[config.mk]
export PLATFORM = sky130hd
export DESIGN_NAME = vu_csr_block
export DESIGN_NICKNAME = d
export VERILOG_FILES = /design/src/rtl/vu_csr_pkg.sv /design/src/rtl/vu_csr_decode.sv /design/src/rtl/vu_csr_sticky.sv /design/src/rtl/vu_csr_status.sv /design/src/rtl/vu_csr_excreg.sv /design/src/rtl/vu_csr_block.sv
export SDC_FILE = /design/constraint.sdc
export NUM_CORES = 1
export LEC_CHECK = 0
export ABC_CLOCK_PERIOD_IN_PS = 1300
export BUFFER_PORTS_ARGS = -buffer_cell sky130_fd_sc_hd__buf_2
export CAP_MARGIN = 30
export CORE_UTILIZATION = 39
export CTS_CLUSTER_SIZE = 40
export DETAILED_ROUTE_END_ITERATION = 8
export GPL_TIMING_DRIVEN = 0
export PLACE_DENSITY = 0.9
export SYNTH_ARGS = -nofsm -noshare
export SYNTH_HDL_FRONTEND = slang
export SYNTH_SLANG_ARGS = --single-unit
export TNS_END_PERCENT = 1
[constraint.sdc]
create_clock -name clk -period 1.3 [get_ports clk]
set_input_delay 0.13 -clock clk [delete_from_list [all_inputs] [get_ports clk]]
set_output_delay 0.13 -clock clk [all_outputs]
set_load 0.005 [all_outputs]
[src/rtl/vu_csr_pkg.sv]
`timescale 1ns/1ps
package vu_csr_pkg;

  localparam int unsigned WORD_W = 32;
  localparam int unsigned HALF_W = 16;

  // Status word field positions (host software decodes these)
  localparam int unsigned POS_EN  = 0;
  localparam int unsigned POS_RST = 1;
  localparam int unsigned POS_AEX = 7;
  localparam int unsigned POS_HWE = 24;
  localparam int unsigned POS_ILL = 25;
  localparam int unsigned POS_BSY = 31;

  // Summary bits an arithmetic report may carry
  localparam logic [HALF_W-1:0] SUMMARY_LEGAL = 16'h002F;

  // Index of each sticky fault flag in the flag array
  localparam int unsigned FLG_AEX = 0;
  localparam int unsigned FLG_HWE = 1;
  localparam int unsigned FLG_ILL = 2;
  localparam int unsigned NUM_FLG = 3;

  typedef struct packed {
    logic en;
    logic rst;
    logic aex_clr;
    logic hwe_clr;
    logic ill_clr;
  } host_cmd_t;

  function automatic host_cmd_t decode_cmd(input logic [WORD_W-1:0] w);
    host_cmd_t c;
    c.en      = w[POS_EN];
    c.rst     = w[POS_RST];
    c.aex_clr = w[POS_AEX];
    c.hwe_clr = w[POS_HWE];
    c.ill_clr = w[POS_ILL];
    return c;
  endfunction

  function automatic logic [WORD_W-1:0] pack_status(
    input logic busy, input logic ill, input logic hwe,
    input logic aex, input logic en);
    logic [WORD_W-1:0] s;
    s          = '0;
    s[POS_EN]  = en;
    s[POS_AEX] = aex;
    s[POS_HWE] = hwe;
    s[POS_ILL] = ill;
    s[POS_BSY] = busy;
    return s;
  endfunction

  function automatic logic [WORD_W-1:0] merge_report(
    input logic [WORD_W-1:0] cur,
    input logic [HALF_W-1:0] summary,
    input logic [HALF_W-1:0] dest);
    return cur | {dest, summary & SUMMARY_LEGAL};
  endfunction

endpackage

[src/rtl/vu_csr_decode.sv]
`timescale 1ns/1ps
module vu_csr_decode #(
  parameter int unsigned     ADDR_W     = 8,
  parameter logic [ADDR_W-1:0] STATUS_OFF = 8'h90,
  parameter logic [ADDR_W-1:0] EXC_OFF    = 8'h91
) (
  input  logic              clk,
  input  logic              rst_n,
  input  logic              bus_wr,
  input  logic [ADDR_W-1:0] bus_addr,
  output logic              status_sel,
  output logic              exc_sel,
  output logic              status_wr,
  output logic              bad_wr,
  output logic              acc_err
);

  assign status_sel = (bus_addr == STATUS_OFF);
  assign exc_sel    = (bus_addr == EXC_OFF);
  assign status_wr  = bus_wr && status_sel;
  // The exception word is read-only; every other address is unmapped.
  assign bad_wr     = bus_wr && !status_sel;

  always_ff @(posedge clk or negedge rst_n) begin
    if (!rst_n) acc_err <= 1'b0;
    else        acc_err <= bad_wr;
  end

endmodule

[src/rtl/vu_csr_sticky.sv]
`timescale 1ns/1ps
module vu_csr_sticky (
  input  logic clk,
  input  logic rst_n,
  input  logic clr,
  input  logic set,
  output logic q
);

  // A set from the execution unit wins over a host clear in the same cycle.
  always_ff @(posedge clk or negedge rst_n) begin
    if (!rst_n)   q <= 1'b0;
    else if (set) q <= 1'b1;
    else if (clr) q <= 1'b0;
  end

endmodule

[src/rtl/vu_csr_status.sv]
`timescale 1ns/1ps
module vu_csr_status
  import vu_csr_pkg::*;
(
  input  logic      clk,
  input  logic      rst_n,
  input  logic      status_wr,
  input  host_cmd_t cmd,
  input  logic      arith_evt,
  input  logic      illop_evt,
  input  logic      hwerr_evt,
  output logic      en_q,
  output logic      aex_q,
  output logic      hwe_q,
  output logic      ill_q,
  output logic      fault_any
);

  logic [NUM_FLG-1:0] flg_set;
  logic [NUM_FLG-1:0] flg_clr;
  logic [NUM_FLG-1:0] flg_q;
  logic               en_d;

  assign fault_any = arith_evt || illop_evt || hwerr_evt;

  assign flg_set[FLG_AEX] = arith_evt;
  assign flg_set[FLG_HWE] = hwerr_evt;
  assign flg_set[FLG_ILL] = illop_evt;

  assign flg_clr[FLG_AEX] = status_wr && (cmd.rst || cmd.aex_clr);
  assign flg_clr[FLG_HWE] = status_wr && (cmd.rst || cmd.hwe_clr);
  assign flg_clr[FLG_ILL] = status_wr && (cmd.rst || cmd.ill_clr);

  for (genvar i = 0; i < NUM_FLG; i++) begin : g_flag
    vu_csr_sticky u_flag (
      .clk   (clk),
      .rst_n (rst_n),
      .clr   (flg_clr[i]),
      .set   (flg_set[i]),
      .q     (flg_q[i])
    );
  end

  assign aex_q = flg_q[FLG_AEX];
  assign hwe_q = flg_q[FLG_HWE];
  assign ill_q = flg_q[FLG_ILL];

  always_comb begin
    en_d = en_q;
    if (status_wr) en_d = cmd.en;
    if (fault_any) en_d = 1'b0;
  end

  always_ff @(posedge clk or negedge rst_n) begin
    if (!rst_n) en_q <= 1'b0;
    else        en_q <= en_d;
  end

endmodule

[src/rtl/vu_csr_excreg.sv]
`timescale 1ns/1ps
module vu_csr_excreg
  import vu_csr_pkg::*;
(
  input  logic              clk,
  input  logic              rst_n,
  input  logic              clr,
  input  logic              report,
  input  logic [HALF_W-1:0] summary,
  input  logic [HALF_W-1:0] dest,
  output logic [WORD_W-1:0] q
);

  logic [WORD_W-1:0] base;
  logic [WORD_W-1:0] nxt;

  // Host clear applies first; a report in the same cycle survives it.
  assign base = clr ? '0 : q;
  assign nxt  = report ? merge_report(base, summary, dest) : base;

  always_ff @(posedge clk or negedge rst_n) begin
    if (!rst_n) q <= '0;
    else        q <= nxt;
  end

endmodule

[src/rtl/vu_csr_block.sv]
`timescale 1ns/1ps
module vu_csr_block
  import vu_csr_pkg::*;
#(
  parameter int unsigned       ADDR_W     = 8,
  parameter logic [ADDR_W-1:0] STATUS_OFF = 8'h90,
  parameter logic [ADDR_W-1:0] EXC_OFF    = 8'h91
) (
  input  logic              clk,
  input  logic              rst_n,
  input  logic              bus_wr,
  input  logic [ADDR_W-1:0] bus_addr,
  input  logic [WORD_W-1:0] bus_wdata,
  output logic [WORD_W-1:0] rd_data,
  output logic              acc_err,
  input  logic              busy_in,
  input  logic              arith_evt,
  input  logic [HALF_W-1:0] arith_summary,
  input  logic [HALF_W-1:0] arith_dest,
  input  logic              illop_evt,
  input  logic              hwerr_evt,
  output logic              unit_enable
);

  logic              status_sel;
  logic              exc_sel;
  logic              status_wr;
  logic              bad_wr;
  host_cmd_t         cmd;
  logic              en_q;
  logic              aex_q;
  logic              hwe_q;
  logic              ill_q;
  logic              fault_any;
  logic              exc_clr;
  logic [WORD_W-1:0] exc_q;
  logic [WORD_W-1:0] status_word;

  assign cmd = decode_cmd(bus_wdata);

  vu_csr_decode #(
    .ADDR_W     (ADDR_W),
    .STATUS_OFF (STATUS_OFF),
    .EXC_OFF    (EXC_OFF)
  ) u_decode (
    .clk        (clk),
    .rst_n      (rst_n),
    .bus_wr     (bus_wr),
    .bus_addr   (bus_addr),
    .status_sel (status_sel),
    .exc_sel    (exc_sel),
    .status_wr  (status_wr),
    .bad_wr     (bad_wr),
    .acc_err    (acc_err)
  );

  vu_csr_status u_status (
    .clk       (clk),
    .rst_n     (rst_n),
    .status_wr (status_wr),
    .cmd       (cmd),
    .arith_evt (arith_evt),
    .illop_evt (illop_evt),
    .hwerr_evt (hwerr_evt),
    .en_q      (en_q),
    .aex_q     (aex_q),
    .hwe_q     (hwe_q),
    .ill_q     (ill_q),
    .fault_any (fault_any)
  );

  assign exc_clr = status_wr && (cmd.rst || cmd.aex_clr);

  vu_csr_excreg u_excreg (
    .clk     (clk),
    .rst_n   (rst_n),
    .clr     (exc_clr),
    .report  (arith_evt),
    .summary (arith_summary),
    .dest    (arith_dest),
    .q       (exc_q)
  );

  assign status_word = pack_status(busy_in, ill_q, hwe_q, aex_q, en_q);
  assign unit_enable = en_q;

  always_comb begin
    rd_data = '0;
    if (status_sel)   rd_data = status_word;
    else if (exc_sel) rd_data = exc_q;
  end

endmodule

After elaboration in Yosys (flattened, before gate mapping) --
Cells that the tools add are included.
Word-level totals: register bits after elaboration 37, input port bits 79, output and inout bits 34, word-level logic and storage cells 36
Cells by class: eq/ne operators 2, mux-type cells 12, bitwise gates (word level) 1, reduce and logical (&&, ||, !) cells 15
Operator list (number):
- 32-bit two-way mux | 4
- 32-bit OR | 1
- 8-bit equality test (second input constant) | 2
- 1-bit two-way mux | 8
- 2-bit nonzero test | 4
- 1-bit logical AND | 5
- 1-bit logical OR | 5
- 1-bit zero test | 1

Longest topological paths before layout --
depth after elaboration 6, depth in mapped cells 5, depth with buffers taken out 3

Cells and area by module --
Synthesis repeated with hierarchy kept, for this count alone.
Unflattened totals: cell total of the unflattened synthesis 162, area, all modules 1529.0 um^2
By module, submodules not included:
- vu_csr_excreg | times used 1, cells an instance 100, area an instance 994.7 um^2, sequential area each 525.5 um^2
- vu_csr_block | times used 1, cells an instance 37, area an instance 267.8 um^2, sequential area each 0.0 um^2
- vu_csr_sticky | times used 3, cells an instance 3, area an instance 36.3 um^2, sequential area each 25.0 um^2
- vu_csr_decode | times used 1, cells an instance 9, area an instance 85.1 um^2, sequential area each 25.0 um^2
- vu_csr_status | times used 1, cells an instance 7, area an instance 72.6 um^2, sequential area each 25.0 um^2

Least setup slack after synthesis --
Ideal clock, no wire load.
path kind in2out, from input bus_addr[6], to output rd_data[19], data arrival time 0.966 ns, data required time 1.170 ns, path slack 0.204 ns, stages 5, buffers on the path 2, path through and4bb_4 and3_1 buf_4 buf_6 and2_1
On the way: word-level cells in the longest chain between the ends 3, elaborated cells on any way between the ends 4, those cells by class eq/ne (2); mux (2)
Ends and longest elaborated chain:
- start: declaration | line vu_csr_block.sv:12 | input logic [ADDR_W-1:0] bus_addr,
- 8-bit equality test | line vu_csr_decode.sv:19 | assign exc_sel = (bus_addr == EXC_OFF);
- 32-bit two-way mux | line vu_csr_block.sv:90 | else if (exc_sel) rd_data = exc_q;
- 32-bit two-way mux * | line vu_csr_block.sv:89 | if (status_sel) rd_data = status_word;
- end: declaration | line vu_csr_block.sv:14 | output logic [WORD_W-1:0] rd_data,
Every way passes the cells marked *; elsewhere a longest branch is shown, timed or not.

Worst setup path in the final report --
from input bus_addr[6], to output rd_data[22]
The elaborated chain is that of the path after synthesis.

==> key figures <==
Layout
  • Total of fill cells in the finished design: ~310
  • Net total in the final layout: just under 300
  • Sequential standard cell area: 650.6 µm²
  • # diodes: 0
  • Layout overhead on the synthesized area: 41.91%
  • Multi-input gate area in the final layout: between 700 and 800 µm²
  • Share of cells above drive strength 1: between 40% and 50%

Clock network
  • Number of clock buffers inserted by TritonCTS: 3
  • Maximum clock insertion buffer count: 2
  • Clock tree from TritonCTS: built
  • Clock network latency to the later pin of the worst-skew pair: roughly 0.26 ns
  • H-tree lvl count: 1
  • TritonCTS sink count: 26
  • Root Buffer Master: sky130_fd_sc_hd__clkbuf_8
  • Clock-pin slew of the registers on the worst-case setup and hold paths: about 0.08 ns

Floorplan
  • Die ar.: 3976 µm²
  • Io pins: between 100 and 150
  • Chip Width: 63.06 µm
  • Row count: 21
  • Area of the core: roughly 3400 µm²
  • Die Ht: approximately 63 µm
  • Initial cell density of the core: a little over two fifths

Synthesis
  • Yosys top cell by area: sky130_fd_sc_hd__dfrtp_1
  • Share of synthesized area occupied by flip-flops and latches: between 40% and 50%
  • Combined area of all synthesized cells: between 1000 and 1500 µm²
  • Cell count after synthesis: around 130
  • Area share of the leading cell type in the synthesized netlist: ~45%
  • Top post-synthesis cells by area: sky130_fd_sc_hd__dfrtp_1 (45%), sky130_fd_sc_hd__a22o_1 (13%), sky130_fd_sc_hd__a21o_1 (9.8%)
  • Number of synthesized register bits: 26
  • Unique cell type count in the Yosys netlist: 23
  • Average instance area after synthesis: between 10 and 15 µm²
  • Synth Warn #: 0

Power and ir drop
  • Power density cells: between 700 and 800 nW/µm²
  • Static leakage: 1.022 nW
  • Max IR drop VDD: roughly 0.42 mV

Setup path
  • Critical path launch point type: input port
  • Number of buffers and inverters on the critical path: 4
  • Data required time at the worst endpoint: 1.17 ns
  • Ordered cell list for the critical path: buf_6 -> and4bb_4 -> and3_4 -> buf_6 -> buf_6 -> and2_4 -> buf_6
  • Arrival time of the worst setup path: roughly 1.2 ns
  • Critical Path Sink Type: output pin
  • Dominant delay contributor by cell family on the critical path: simple AND/OR/NAND/NOR gates
  • Largest incremental delay on the critical path: 0.33 ns
  • Critical path fanouts, max: 5
  • Cell with the largest stage delay on the worst path: sky130_fd_sc_hd__and4bb_4
  • Cell with the most instances on the worst path: sky130_fd_sc_hd__buf_6
  • Crit Path Category: input port to output pin

STA
  • Final worst path period share: 100.7%
  • Setup slack of the critical path after layout: -0.009030 ns
  • Achievable clock frequency: 763.9 MHz
  • Clock Skew: 0 ns
  • Hold Worst Slack: 0.06304 ns
  • Total of endpoints with negative setup slack in the final report: 5
  • Slew at the pin closest to its max-slew limit: 0.5647 ns
  • Slew Limit Fails: 0
  • Hold violation total from the final report: 0
  • Setup repair after global routing missed its margin: true
  • Worst-case headroom to the max-slew limit: between 60% and 70%
  • Min cycle time layout: 1.309 ns

Global routing
  • Vias in the first global route: ~1200
  • Initial antenna violation count: 0
  • Aggregate global-route resource usage: approximately 17%
  • Global-route congestion overflow total: 0
  • Pin count of the biggest net entering global routing: 27
  • First-pass GRT wire length: approximately 5400 µm

Detailed routing
  • Highest metal layer used by the detailed router: met4
  • Vias after detailed routing: ~1300
  • Antenna viol nets, final: 0
  • Post-route DRC violation count: 0
  • Detailed Route WL: roughly 3300 µm
  • Met2 routed wirelength: around 1600 µm
  • Detailed-routed wire length on met3: 140 µm
  • Met1 routed wirelength after detailed routing: 1457 µm
  • Iteration-0 DRC Markers: 25
  • Drt via density: slightly below 5
  • Number of optimization iterations in the first detailed-route pass: 4
  • Wirelength per Cell: between 10 and 15 µm

Run status
  • Violations in the final reports: setup timing
  • Result of the run: finished, violations left

Flow run
  • Max-Cap Viols: 0

Place
  • Buffers added on ports: 63
  • Post-place setup slack: -0.08008 ns
  • Final weighted congestion in routability-driven placement: 0.7227
  • Half-perimeter wire length after detailed placement: approximately 2400 µm

Min path
  • Classification of the worst-slack hold path: input port to flop
## power by group
part           switching, mW  internal (mW)  leakage [nW]
registers            0.00207          0.812         0.236
clock network          0.233          0.207        0.0216
logic                  0.102          0.129         0.764
total                  0.337           1.15          1.02
## through the flow
stage / instances / util [%] / setup TNS, ns / cell area (µm²) / total power [mW]
floorplan: 140 / - / 0 / 1488 / 0.9477
global placement: 249 / 54.05 / -0.6349 / 1861 / 1.044
detailed placement: 249 / 54.05 / -0.6904 / 1861 / 1.049
CTS: 258 / 58.12 / -0.07810 / 2001 / 1.494
global route: 260 / 59.94 / -0.4601 / 2063 / 1.552
finish: 260 / 59.94 / -0.02873 / 2063 / 1.486
## kinds of logic after synthesis
kind of cell,Yosys count,synth area share (%)
other cells,1,0.2579
buf+inv,19,9.466
simple gates,34,16.01
compound gates,46,26.08
flops,26,44.75
mux,5,3.442
## worst reg2reg max path, cell delays in order, from the launching register on
cell                      delay [ns]
sky130_fd_sc_hd__dfrtp_1        0.39
sky130_fd_sc_hd__nor3b_1        0.14
sky130_fd_sc_hd__a211o_1        0.26
## state kept, by name (all words and copies together), names as in the netlist
register / flops
u_excreg.q: 21
u_status.g_flag.u_flag.q: 3
u_decode.acc_err: 1
u_status.en_q: 1
## synth_stat cells
cell type,count
sky130_fd_sc_hd__nor3_4,1
sky130_fd_sc_hd__and3_1,1
sky130_fd_sc_hd__o31a_2,1
sky130_fd_sc_hd__or2_2,1
sky130_fd_sc_hd__nand4b_4,1
sky130_fd_sc_hd__mux2i_1,5
sky130_fd_sc_hd__clkbuf_1,3
sky130_fd_sc_hd__o21a_1,1
sky130_fd_sc_hd__nor3_1,1
sky130_fd_sc_hd__nand2_1,3
sky130_fd_sc_hd__nor3b_1,3
sky130_fd_sc_hd__a21o_1,19
sky130_fd_sc_hd__conb_1,1
sky130_fd_sc_hd__a22o_1,21
sky130_fd_sc_hd__buf_6,3
sky130_fd_sc_hd__buf_2,2
sky130_fd_sc_hd__and4bb_4,1
sky130_fd_sc_hd__buf_4,11
sky130_fd_sc_hd__a211o_1,2
sky130_fd_sc_hd__dfrtp_1,26
sky130_fd_sc_hd__a21o_2,2
sky130_fd_sc_hd__and2_1,17
sky130_fd_sc_hd__nor2_1,5
## final timing paths
kind	start	to	slack [ns]	depth (start not counted)
max in group asynchronous	rst_n	u_excreg.q[17]	0.51	2
min in group asynchronous	rst_n	u_excreg.q[24]	0.41	2
worst max-delay path	bus_addr[6]	rd_data[22]	-0.009	7
worst min register to register	u_excreg.q[16]	u_excreg.q[16]	0.50	1
worst min-delay path	hwerr_evt	u_status.g_flag[1].u_flag.q	0.06	2
worst max register to register	u_status.g_flag[2].u_flag.q	u_status.g_flag[2].u_flag.q	0.39	2
## cell type report
| type | count | share of cell area, % |
|---|---|---|
| Buffer | 19 | 6.853 |
| Clock buffer | 3 | 2.001 |
| Multi-Input combinational cell | 95 | 35.11 |
| Sequential cell | 26 | 31.53 |
| Tap cell | 46 | 2.790 |
| Timing Repair Buffer | 71 | 21.71 |
## what timing repair did
item | CTS | global route
setup buffers | 3 | 2
pin swaps | 8 | 2
hold buffers | 1 | 0
hold endpoints to repair | 26 | 0
cloned | 2 | 0
gates resized for setup | 13 | 11
endpoints found under the setup margin | 10 | 17
## placed cells by master (no fill, tap or decap), drive strengths merged
master and n:
nand4b 1, nor3b 3, a211o 2, dlygate4sd3 1, nor3 2, nand2 3
clkbuf 6, and2 17, and4bb 1, and3 1, conb 10, o21a 1
or2 1, mux2i 5, buf 86, a21o 21, nor2 5, a22o 21
o31a 1, dfrtp 26
## metal layers
layer	up-vias	track usage, %
li1	620	-
met2	41	30.38
met3	3	2.536
met4	0	4.360
met5	-	0
met1	586	22.11
Note: power is estimated with default switching activity, not from simulation.
